<file path="config.mk">
export PLATFORM = sky130hd
export DESIGN_NAME = blit_addr_gen
export DESIGN_NICKNAME = d
export VERILOG_FILES = /design/src/rtl/blit_pkg.sv /design/src/rtl/blit_step_ctl.sv /design/src/rtl/blit_surf_walk.sv /design/src/rtl/blit_addr_gen.sv
export SDC_FILE = /design/constraint.sdc
export NUM_CORES = 1
export LEC_CHECK = 0
export ABC_AREA = 1
export ABC_CLOCK_PERIOD_IN_PS = 7800
export BUFFER_PORTS_ARGS = -buffer_cell sky130_fd_sc_hd__buf_2
export CORE_MARGIN = 1.5
export CORE_UTILIZATION = 45
export CTS_CLUSTER_DIAMETER = 80
export DETAILED_ROUTE_END_ITERATION = 16
export PLACE_DENSITY = 0.71
export SYNTH_ARGS = -nofsm -noshare
export SYNTH_HDL_FRONTEND = slang
export SYNTH_SLANG_ARGS = --single-unit
</file>
<file path="constraint.sdc">
create_clock -name clk -period 7.8 [get_ports clk]
set_input_delay 0.39 -clock clk [delete_from_list [all_inputs] [get_ports clk]]
set_output_delay 0.39 -clock clk [all_outputs]
set_load 0.005 [all_outputs]
</file>
<file path="src/rtl/blit_pkg.sv">
package blit_pkg;

   localparam int WRAP_CODE_W = 3;
   localparam int TILE_MASK_W = 7;

   typedef struct packed {
      logic                   on;
      logic [TILE_MASK_W-1:0] mask;
   } xwrap_t;

   typedef struct packed {
      logic       on;
      logic [2:0] last;
   } ywrap_t;

   // X tile: codes 2..6 give 4..64 bytes, everything else runs free
   function automatic xwrap_t decode_xwrap(input logic [WRAP_CODE_W-1:0] code);
      xwrap_t r;
      r.on   = (code >= 3'd2) && (code <= 3'd6);
      r.mask = r.on ? TILE_MASK_W'((8'd1 << code) - 8'd1) : '1;
      return r;
   endfunction

   // Y tile: codes 0..3 give 1..8 lines, everything else runs free
   function automatic ywrap_t decode_ywrap(input logic [WRAP_CODE_W-1:0] code);
      ywrap_t r;
      r.on   = (code <= 3'd3);
      r.last = r.on ? 3'((4'd1 << code[1:0]) - 4'd1) : 3'd0;
      return r;
   endfunction

endpackage

</file>
<file path="src/rtl/blit_step_ctl.sv">
module blit_step_ctl #(
   parameter int CW = 12
) (
   input  logic          clk,
   input  logic          rst_n,
   input  logic          start,
   input  logic          out_ready,
   input  logic [CW-1:0] x_count,
   input  logic [CW-1:0] y_count,
   output logic          busy,
   output logic          done,
   output logic          load,
   output logic          px_step,
   output logic          ln_step
);

   logic [CW-1:0] xc_q, yc_q, x_idx, y_idx;
   logic          fire, eol, last;

   assign load    = start && !busy;
   assign fire    = busy && out_ready;
   assign eol     = (x_idx == xc_q);
   assign last    = eol && (y_idx == yc_q);
   assign px_step = fire && !eol;
   assign ln_step = fire && eol && !last;

   always_ff @(posedge clk) begin
      if (!rst_n) begin
         busy  <= 1'b0;
         done  <= 1'b0;
         x_idx <= '0;
         y_idx <= '0;
         xc_q  <= '0;
         yc_q  <= '0;
      end else begin
         done <= fire && last;
         if (load) begin
            busy  <= 1'b1;
            x_idx <= '0;
            y_idx <= '0;
            xc_q  <= x_count;
            yc_q  <= y_count;
         end else if (fire) begin
            if (last) begin
               busy <= 1'b0;
            end else if (eol) begin
               x_idx <= '0;
               y_idx <= y_idx + 1'b1;
            end else begin
               x_idx <= x_idx + 1'b1;
            end
         end
      end
   end

endmodule

</file>
<file path="src/rtl/blit_surf_walk.sv">
module blit_surf_walk
   import blit_pkg::*;
#(
   parameter int AW      = 22,
   parameter int PW      = 12,
   parameter bit WRAP_EN = 1'b1
) (
   input  logic                   clk,
   input  logic                   rst_n,
   input  logic                   load,
   input  logic                   px_step,
   input  logic                   ln_step,
   input  logic [AW-1:0]          base,
   input  logic [PW-1:0]          pitch,
   input  logic                   x_dir,
   input  logic                   y_dir,
   input  logic [WRAP_CODE_W-1:0] xwrap,
   input  logic [WRAP_CODE_W-1:0] ywrap,
   output logic [AW-1:0]          addr
);

   localparam int PAD = AW - PW;

   logic [AW-1:0] base_q, pitch_q, line_q, cur_q, xmask_q;
   logic          xd_q, yd_q;
   logic [AW-1:0] xmask_d, px_next, ln_next, inc;
   logic          ywon_d;
   logic [2:0]    ylast_d;

   generate
      if (WRAP_EN) begin : g_wrap
         xwrap_t xw;
         ywrap_t yw;
         logic       ywon_q;
         logic [2:0] ylast_q, ycnt_q;
         logic       tile_end;

         assign xw      = decode_xwrap(xwrap);
         assign yw      = decode_ywrap(ywrap);
         assign xmask_d = xw.on ? {{(AW-TILE_MASK_W){1'b0}}, xw.mask} : '1;
         assign ywon_d  = yw.on;
         assign ylast_d = yw.last;
         assign tile_end = ywon_q && (ycnt_q == ylast_q);

         always_ff @(posedge clk) begin
            if (!rst_n) begin
               ywon_q  <= 1'b0;
               ylast_q <= '0;
               ycnt_q  <= '0;
            end else if (load) begin
               ywon_q  <= ywon_d;
               ylast_q <= ylast_d;
               ycnt_q  <= '0;
            end else if (ln_step) begin
               ycnt_q <= tile_end ? 3'd0 : ycnt_q + 3'd1;
            end
         end

         always_comb begin
            if (tile_end)  ln_next = base_q;
            else if (yd_q) ln_next = line_q - pitch_q;
            else           ln_next = line_q + pitch_q;
         end
      end else begin : g_free
         assign xmask_d = '1;
         assign ywon_d  = 1'b0;
         assign ylast_d = 3'd0;
         always_comb begin
            if (yd_q) ln_next = line_q - pitch_q;
            else      ln_next = line_q + pitch_q;
         end
      end
   endgenerate

   assign inc     = xd_q ? cur_q - 1'b1 : cur_q + 1'b1;
   assign px_next = (cur_q & ~xmask_q) | (inc & xmask_q);

   always_ff @(posedge clk) begin
      if (!rst_n) begin
         base_q  <= '0;
         pitch_q <= '0;
         line_q  <= '0;
         cur_q   <= '0;
         xmask_q <= '1;
         xd_q    <= 1'b0;
         yd_q    <= 1'b0;
      end else if (load) begin
         base_q  <= base;
         pitch_q <= {{PAD{1'b0}}, pitch};
         line_q  <= base;
         cur_q   <= base;
         xmask_q <= xmask_d;
         xd_q    <= x_dir;
         yd_q    <= y_dir;
      end else if (ln_step) begin
         line_q <= ln_next;
         cur_q  <= ln_next;
      end else if (px_step) begin
         cur_q <= px_next;
      end
   end

   assign addr = cur_q;

endmodule

</file>
<file path="src/rtl/blit_addr_gen.sv">
module blit_addr_gen
   import blit_pkg::*;
#(
   parameter int AW = 22,
   parameter int PW = 12,
   parameter int CW = 12
) (
   input  logic                   clk,
   input  logic                   rst_n,
   input  logic                   start,
   input  logic [AW-1:0]          dst_base,
   input  logic [AW-1:0]          src_base,
   input  logic [AW-1:0]          pat_base,
   input  logic [PW-1:0]          dst_pitch,
   input  logic [PW-1:0]          src_pitch,
   input  logic [PW-1:0]          pat_pitch,
   input  logic [CW-1:0]          x_count,
   input  logic [CW-1:0]          y_count,
   input  logic                   x_dir,
   input  logic                   y_dir,
   input  logic [WRAP_CODE_W-1:0] src_xwrap,
   input  logic [WRAP_CODE_W-1:0] src_ywrap,
   input  logic [WRAP_CODE_W-1:0] pat_xwrap,
   input  logic [WRAP_CODE_W-1:0] pat_ywrap,
   output logic                   out_valid,
   input  logic                   out_ready,
   output logic [AW-1:0]          out_dst,
   output logic [AW-1:0]          out_src,
   output logic [AW-1:0]          out_pat,
   output logic                   busy,
   output logic                   done
);

   generate
      if (AW <= PW) begin : g_bad_aw
         $error("blit_addr_gen: AW must exceed PW");
      end
      if (AW <= TILE_MASK_W) begin : g_bad_tile
         $error("blit_addr_gen: AW too small for largest tile");
      end
      if (CW < 1) begin : g_bad_cw
         $error("blit_addr_gen: CW must be positive");
      end
   endgenerate

   localparam int NSURF = 3;
   localparam bit [NSURF-1:0] WRAPS = 3'b110;   // {pattern, source, destination}

   logic load, px_step, ln_step;

   logic [AW-1:0]          s_base  [NSURF];
   logic [PW-1:0]          s_pitch [NSURF];
   logic [WRAP_CODE_W-1:0] s_xw    [NSURF];
   logic [WRAP_CODE_W-1:0] s_yw    [NSURF];
   logic [AW-1:0]          s_addr  [NSURF];

   assign s_base[0]  = dst_base;
   assign s_base[1]  = src_base;
   assign s_base[2]  = pat_base;
   assign s_pitch[0] = dst_pitch;
   assign s_pitch[1] = src_pitch;
   assign s_pitch[2] = pat_pitch;
   assign s_xw[0]    = 3'd7;
   assign s_xw[1]    = src_xwrap;
   assign s_xw[2]    = pat_xwrap;
   assign s_yw[0]    = 3'd7;
   assign s_yw[1]    = src_ywrap;
   assign s_yw[2]    = pat_ywrap;

   blit_step_ctl #(.CW(CW)) u_ctl (
      .clk       (clk),
      .rst_n     (rst_n),
      .start     (start),
      .out_ready (out_ready),
      .x_count   (x_count),
      .y_count   (y_count),
      .busy      (busy),
      .done      (done),
      .load      (load),
      .px_step   (px_step),
      .ln_step   (ln_step)
   );

   generate
      for (genvar s = 0; s < NSURF; s++) begin : g_surf
         blit_surf_walk #(.AW(AW), .PW(PW), .WRAP_EN(WRAPS[s])) u_walk (
            .clk     (clk),
            .rst_n   (rst_n),
            .load    (load),
            .px_step (px_step),
            .ln_step (ln_step),
            .base    (s_base[s]),
            .pitch   (s_pitch[s]),
            .x_dir   (x_dir),
            .y_dir   (y_dir),
            .xwrap   (s_xw[s]),
            .ywrap   (s_yw[s]),
            .addr    (s_addr[s])
         );
      end
   endgenerate

   assign out_valid = busy;
   assign out_dst   = s_addr[0];
   assign out_src   = s_addr[1];
   assign out_pat   = s_addr[2];

endmodule

</file>
==> results, run 1 <==
- The die outline width is 223 µm.
- The number of global-route vias before repair was 21097.
- The count of max-cap constraint violations is 0.
- The library cells used most frequently in the layout, excluding fill and tap cells, are 1085 x sky130_fd_sc_hd__nand2_1, 456 x sky130_fd_sc_hd__inv_1, 342 x sky130_fd_sc_hd__nor2_1.
- The post-detailed-route via-to-cell ratio is 5.29.
- The nature of the critical path startpoint is a flip-flop.
- Entering global routing, the biggest net connects 77 pins.
- Row generation in the floorplan step produced 80 rows.
- In this run the static leakage power is 12.3 nW.
- The CTS buffer count is 35.
- Summing every instance area after synthesis gives 0.0217 mm².
- The worst path in the final design needs a cycle of 3.64 ns, including I/O delays and setup.
- The die is 223 µm tall.
- The starting utilization of the core area is 0.455.
- The post-CTS setup repair buffer count is 0.
- The maximum level of the CTS H-tree is 2.
- The number of cells upsized or downsized after cts is 0.
- The post-route clock skew is 0.0264 ns.
- The part of the cycle the worst path needs is 0.467.
- The number of detailed-routing iterations run before antenna repair is 6.
- The worst setup path is captured at a flip-flop.
- The slew at the pin with the worst max-slew slack is 1.14 ns.
- The required time of the critical path is 8.26 ns.
- The synthesized netlist net count is 3779.
- The final layout contains 3943 nets.
- The most common library cell in the layout ignoring fill and taps is sky130_fd_sc_hd__nand2_1.
- The tree built by TritonCTS fans out to 294 sinks.
- The fraction of final layout cells sized beyond drive strength 1 is 0.0884.
- Summed over all failing endpoints, the final setup total negative slack is 0 ns.
- The share of synthesized area occupied by flip-flops and latches is 0.271.
- In the synthesized netlist the dominant register cell turns out to be sky130_fd_sc_hd__dfxtp_1.
- The gate count of the mapped netlist is 3489.
- In this run the clock root is driven by a sky130_fd_sc_hd__clkbuf_16.
- The number of buffers inserted for hold repair after clock tree synthesis is 0.
- The floorplan die area is 0.0495 mm².
- The signed area change from the synthesized netlist to the final layout is 12.4%.
- For this run, the top clock speed supported by timing is 0.275 GHz.
- 213 I/O pins were placed.
- The synthesized design contains 294 register bits.
- The setup violation total in the final timing report is 0.
- Data on the critical path arrives at its endpoint at 4.10 ns.
- The total power of the final layout is 5.15 mW.
- For this design the ratio of total power to cell area is 211 mW/mm².
- The core region is 0.0476 mm².
- The average wire per cell in the routed design is 16.3 µm.
- The total count of max-transition violations in the final report came to 0.
- In this run the mean area of a mapped cell was 6.22 µm².
- The final number of hold-violating endpoints is 0.
- The aggregate global-route resource usage is 0.279.
- Buffers placed on the I/O ports in this run total 212.
- Measured against its own limit, the worst slew margin works out to 0.239.
- The flow ran to the end, and the final reports show no timing, DRC or antenna violations.
- After global routing the overflow that remains totals 0.
- After legalization and detailed placement, the total HPWL measured 53000 µm.
- After detailed routing, the number of remaining DRC violations is 0.
- The final layout contains routed wiring with a total length of 70000 µm.
- The congestion estimate from routability-driven global placement came to 0.938.
- The fraction of registers with async set or reset after synthesis is 0.
- The distinct cell type count of the synthesized netlist is 52.
- In this run the deepest clock path goes through 3 buffers.
- The maximum VDD drop is 0.000141 V.
- The count of yosys warnings during synthesis is 0.
- For this block, the via count after detailed routing is 22717.
- The clock transition at the registers of the reported paths is 0.06 ns.
- The number of antenna violations at the first check in global routing is 0.
- The iteration-0 DRC count of the detailed router is 1857.
- The number of flops mapped to enable cells by yosys is 0.
- The worst hold path belongs to the class primary input to flip-flop.
- The first global-routing pass estimated 111000 µm of wire.
- The insertion delay to the later sink of the worst-skew pair is 0.55 ns.
- Setup repair after global routing left no endpoint under its margin.
- 0 antenna diodes ended up in the layout.
- The critical path is of the flip-flop to flip-flop type.
- The count of nets left with antenna violations once routing finished came out at 0.
- The CTS tree is yes.
- The critical-path maximum fanout is 64.
stage by stage:
stage | instance area (µm²) | setup WS [ns] | hold slack, ns | util | std cells
after floorplan | 21700 | 4.41 | 0.422 | - | 3489
after global placement | 23200 | 4.21 | 0.437 | 0.486 | 4231
after detailed placement | 23200 | 4.06 | 0.441 | 0.486 | 4231
after CTS | 24400 | 4.17 | 0.0255 | 0.511 | 4292
after global routing | 24400 | 3.87 | 0.0405 | 0.511 | 4292
final | 24400 | 4.16 | 0.0441 | 0.511 | 4292
report_power, final:
| group | internal (mW) | leakage, nW | total (mW) | switching [mW] |
|---|---|---|---|---|
| clock | 1.07 | 0.579 | 1.75 | 0.678 |
| sequential | 1.62 | 2.41 | 1.73 | 0.108 |
| combinational | 0.582 | 9.30 | 1.68 | 1.10 |
| total | 3.27 | 12.3 | 5.15 | 1.88 |
critical path, cell delays in order, from the launching register on:
cell and delay (ns):
sky130_fd_sc_hd__dfxtp_1 0.35, sky130_fd_sc_hd__nor2_4 0.88, sky130_fd_sc_hd__buf_4 0.55, sky130_fd_sc_hd__inv_1 0.12, sky130_fd_sc_hd__buf_4 0.27, sky130_fd_sc_hd__nand3_4 0.58, sky130_fd_sc_hd__inv_1 0.36, sky130_fd_sc_hd__o21bai_1 0.22
sky130_fd_sc_hd__nand2_1 0.06, sky130_fd_sc_hd__nor2_1 0.12
routing by layer:
| metal | part of all wire | global-route usage | vias to the layer above |
|---|---|---|---|
| met2 | 0.45 | 0.457 | 768 |
| li1 | - | - | 11632 |
| met5 | 0 | 0 | - |
| met1 | 0.44 | 0.362 | 10155 |
| met4 | 0.050 | 0.141 | 0 |
| met3 | 0.060 | 0.0312 | 162 |
area by class of cell:
cell class              count  area, µm²
inverters                 464       1750
repair buffers            227       1170
clock buffers              49        968
clock inverters            12        226
fillers                  4969      23300
multi-input cells        2631      13600
well taps                 615        769
flip-flops and latches    294       5890
Yosys cell counts (all sizes together) (8+ instances only):
| cell | count | area, µm² |
|---|---|---|
| nand3 | 229 | 1190 |
| or2 | 10 | 62.6 |
| clkbuf | 52 | 195 |
| dfxtp | 294 | 5890 |
| nor3 | 30 | 150 |
| xnor2 | 36 | 315 |
| nand2 | 1088 | 4090 |
| o22ai | 40 | 250 |
| nand4 | 54 | 338 |
| o21bai | 15 | 113 |
| buf | 48 | 277 |
| o21ai | 220 | 1100 |
| a21boi | 13 | 97.6 |
| o211ai | 11 | 101 |
| nand3b | 21 | 158 |
| nor2 | 351 | 1370 |
| a21o | 8 | 60.1 |
| inv | 461 | 1730 |
| xor2 | 67 | 587 |
| ha | 140 | 1750 |
| a31oi | 45 | 282 |
| o21a | 10 | 75.1 |
| a22o | 18 | 158 |
| a21oi | 187 | 973 |
worst paths after layout:
| kind | start | end | slack, ns | depth (start not counted) |
|---|---|---|---|---|
| max | u_ctl.busy | flip-flop | 4.16 | 9 |
| min | dst_pitch[3] | g_surf[0].u_walk.pitch_q[3] | 0.04 | 3 |
| max reg2reg | u_ctl.busy | flip-flop | 4.16 | 9 |
| min reg2reg | g_surf[1].u_walk.g_wrap.ywon_q | g_surf[1].u_walk.g_wrap.ywon_q | 0.46 | 2 |
kinds of logic after synthesis:
group / share of synthesized area
AND/OR/NAND/NOR: 0.345
AO/OA/AOI/OAI: 0.154
buffers and inverters: 0.102
flip-flops: 0.271
adder cells (fa/ha/maj): 0.0863
XOR/XNOR: 0.0416
(Power assumes the default switching activity.)
==> run 2, diff against run 1 <==
--- a/config.mk
+++ b/config.mk
@@ -6,7 +6,7 @@
 export NUM_CORES = 1
 export LEC_CHECK = 0
 export ABC_AREA = 1
-export ABC_CLOCK_PERIOD_IN_PS = 7800
+export ABC_CLOCK_PERIOD_IN_PS = 3700
 export BUFFER_PORTS_ARGS = -buffer_cell sky130_fd_sc_hd__buf_2
 export CORE_MARGIN = 1.5
 export CORE_UTILIZATION = 45
==> constraint.sdc (replaced) <==
create_clock -name clk -period 3.7 [get_ports clk]
set_input_delay 0.185 -clock clk [delete_from_list [all_inputs] [get_ports clk]]
set_output_delay 0.185 -clock clk [all_outputs]
set_load 0.005 [all_outputs]
==> run 2 against run 1 <==
Against the previous run: sequential power increased by 110%; non-clock buffer count increased by 140; clock power increased by 110%; design area increased by 5.9%; setup slack got worse by 3.8 ns; die area unchanged; critical path depth increased by 14; cell count increased by 3.4%; first-iteration DRC count increased by 4.9%; sequential cell count unchanged; largest power group is now combinational logic.
==> results, run 2 (synthesis gave the netlist of run 1 again) <==
- The clock drives 294 sinks.
- The count of placed standard cells in the final layout, fillers left out is 4437.
- The flow ran to the end, and the final reports show no timing, DRC or antenna violations.
- The endpoint class of the critical path is a flip-flop.
- After detailed placement, the total cell area comes to 0.0233 mm².
- The library cell used most frequently in the layout, excluding fill and tap cells, is sky130_fd_sc_hd__nand2_1.
- The share of total power dissipated in sequential elements is 0.330.
- The slowest library cell on the worst path is sky130_fd_sc_hd__or4_4.
- After routing the design area is 0.0258 mm².
- The vertical die dimension is 223 µm.
- The worst path meets setup with 0.341 ns of slack.
- The die outline width is 223 µm.
- The count of buffers inserted at the top-level ports is 212.
- The class of the most critical hold timing path is primary input to flip-flop.
- The final number of hold-violating endpoints is 0.
- The number of I/O pins is 213.
- The worst path arrival time is 3.82 ns.
- The final routed DRC violation total is 0.
- The aggregate global-route resource usage is 0.288.
- The post-route clock skew is 0.0352 ns.
- The number of nets with antenna violations after routing is 0.
- Setup repair after global routing left no endpoint under its margin.
- The CTS buffer count is 37.
- The total power of the final layout is 11.0 mW.
- The relative max-transition margin is 0.394.
- The signed area change from the synthesized netlist to the final layout is 19.0%.
- The floorplan die area is 0.0495 mm².
- The required time of the critical path is 4.16 ns.
- The signal on the critical path passes through inv_1 -> ha_1 -> inv_1 -> nor2_1 -> inv_1 -> nor2_1 -> nand2_1 -> or4_4 -> nand2_1 -> xor2_1 -> inv_1 -> ha_1 -> nand2_1 -> nor2_1 -> inv_1 -> nor2_1 -> nand4_1 -> nand3_1 -> nand2_1 -> nand3_1 -> nand2_1 -> nor2_1 -> nor2_1.
- The leakage power is 12.9 nW.
- Of the total power, the clock network draws 0.334.
- Summed over all layers, the routed wires come to 72600 µm.
- Across all layers, the routed design uses 23379 vias.
- At the end of routability-driven placement, the weighted congestion stood at 0.964.
- After global routing the overflow that remains totals 0.
- The minimum hold slack is 0.0108 ns.
- The number of antenna violations at the first check in global routing came to 0.
- Dividing the detail-routed via count by the number of cells gives 5.27.
- After floorplanning, the core was divided into 80 placement rows.
- The maximum level of the CTS H-tree is 2.
- Power spread over the standard cell area amounts to 427 mW/mm².
- Counting along the longest clock path gives a buffer depth of 3.
- The number of filler instances in the final layout is 4832.
- In this run the worst path has a maximum fanout of 5.
- The internal power contribution is 6.95 mW.
- The first-pass GRT wire length is 115000 µm.
- For this configuration, the core starts out at a cell density of 0.455.
- The setup violation total in the final timing report is 0.
- After clock tree synthesis, the clock-pin slew on the worst setup and hold paths is 0.06 ns.
- The number of antenna repair diodes is 0.
- Clock tree synthesis selected as its root buffer the cell sky130_fd_sc_hd__clkbuf_16.
- The part of the cycle the worst path needs is 0.908.
- After the last flow step, the layout net total stands at 4085.
- OpenSTA, run right after detailed placement, puts the worst setup slack at 0.369 ns.
- Including well taps, the total number of placed cells is 4246.
- The part of the power in combinational logic is 0.335.
- The CTS tree is yes.
- In the final layout, the share of cells above drive strength 1 is 0.0913.
- The library cell appearing most often on the critical path is sky130_fd_sc_hd__nor2_1.
- The total count of max-transition violations in the final report is 0.
- VDD sags by at most 0.000309 V.
- Adding up every negative setup slack in the final design gives 0 ns.
- Entering global routing, the biggest net connects 85 pins.
- The number of global-route vias before repair is 22018.
- The worst stage delay on the critical path is 0.47 ns.
- The post-DP HPWL is 54200 µm.
- The average wire per cell in the routed design is 16.4 µm.
- The number of detailed-routing iterations run before antenna repair is 7.
- The region available for standard cell placement spans 0.0476 mm².
- The critical path is of the flip-flop to flip-flop type.
- The later pin in the worst-skew pair is clocked with a latency of 0.56 ns.
- For this run, the share of the core covered by cells in the final layout is 0.542.
- The library cells used most frequently in the layout, excluding fill and tap cells, are 1085 x sky130_fd_sc_hd__nand2_1, 456 x sky130_fd_sc_hd__inv_1, 341 x sky130_fd_sc_hd__nor2_1.
- The switching power share of the total is 0.370.
- Based on the critical path, the design can be clocked at up to 0.298 GHz.
- Across the run, the number of max-cap violations was 0.
- The clock period could shrink to 3.36 ns.
- STA classifies the critical path startpoint as a flip-flop.
- The net switching power is 4.08 mW.
- The iteration-0 DRC count of the detailed router is 1948.
- For the pin with the worst max-slew slack, the measured transition is 0.906 ns.
[run 2: power by group through the flow]
stage / Clock (mW) / Sequential (mW) / Combinational [mW]
detailed placement: 0 / 3.70 / 3.53
global placement: 0 / 3.71 / 3.51
global route: 3.87 / 3.67 / 4.15
CTS: 3.74 / 3.64 / 3.65
finish: 3.69 / 3.64 / 3.70
floorplan: 0 / 3.63 / 2.52
[run 2: layout make-up]
| cell class | instances | area [µm²] | area share |
|---|---|---|---|
| sequential | 294 | 5890 | 0.228 |
| timing repair buffer | 367 | 2570 | 0.0997 |
| multi-input combinational | 2631 | 13600 | 0.527 |
| clock buffer | 54 | 1090 | 0.0423 |
| clock inverter | 12 | 136 | 0.00528 |
| tap | 615 | 769 | 0.0298 |
| inverter | 464 | 1750 | 0.0676 |
[run 2: per-layer routing]
layer  vias to the layer above  share of wire  global-route usage
met5                         -              0                   0
met1                     10550           0.44               0.372
li1                      11933              -                   -
met3                       152          0.064              0.0439
met4                         0          0.039               0.113
met2                       744           0.46               0.480
[run 2: path summary, 6_finish.rpt]
kind         slack [ns]                             end  depth (start not counted)                      startpoint
max                0.34       g_surf[0].u_walk.addr[17]                         23     g_surf[0].u_walk.pitch_q[0]
min                0.01     g_surf[2].u_walk.xmask_q[0]                          3                    pat_xwrap[0]
max reg2reg        0.34       g_surf[0].u_walk.addr[17]                         23     g_surf[0].u_walk.pitch_q[0]
min reg2reg        0.45  g_surf[1].u_walk.g_wrap.ywon_q                          2  g_surf[1].u_walk.g_wrap.ywon_q
[run 2: worst max-delay path, delay by kind of cell (launching register included)]
family,cells,cell delay (ns)
xor gates and xnor gates,1,0.18
adders and majority gates,2,0.50
DFF,1,0.32
buffers and inverters,5,0.36
and+or+nand+nor,15,1.92
[run 2: repair_timing]
action / CTS / global route
hold buffers: 124 / 1
buffers inserted: 0 / 0
hold endpoints to repair: 155 / 1
endpoints found under the setup margin: 0 / 8
gates resized for setup: 0 / 3
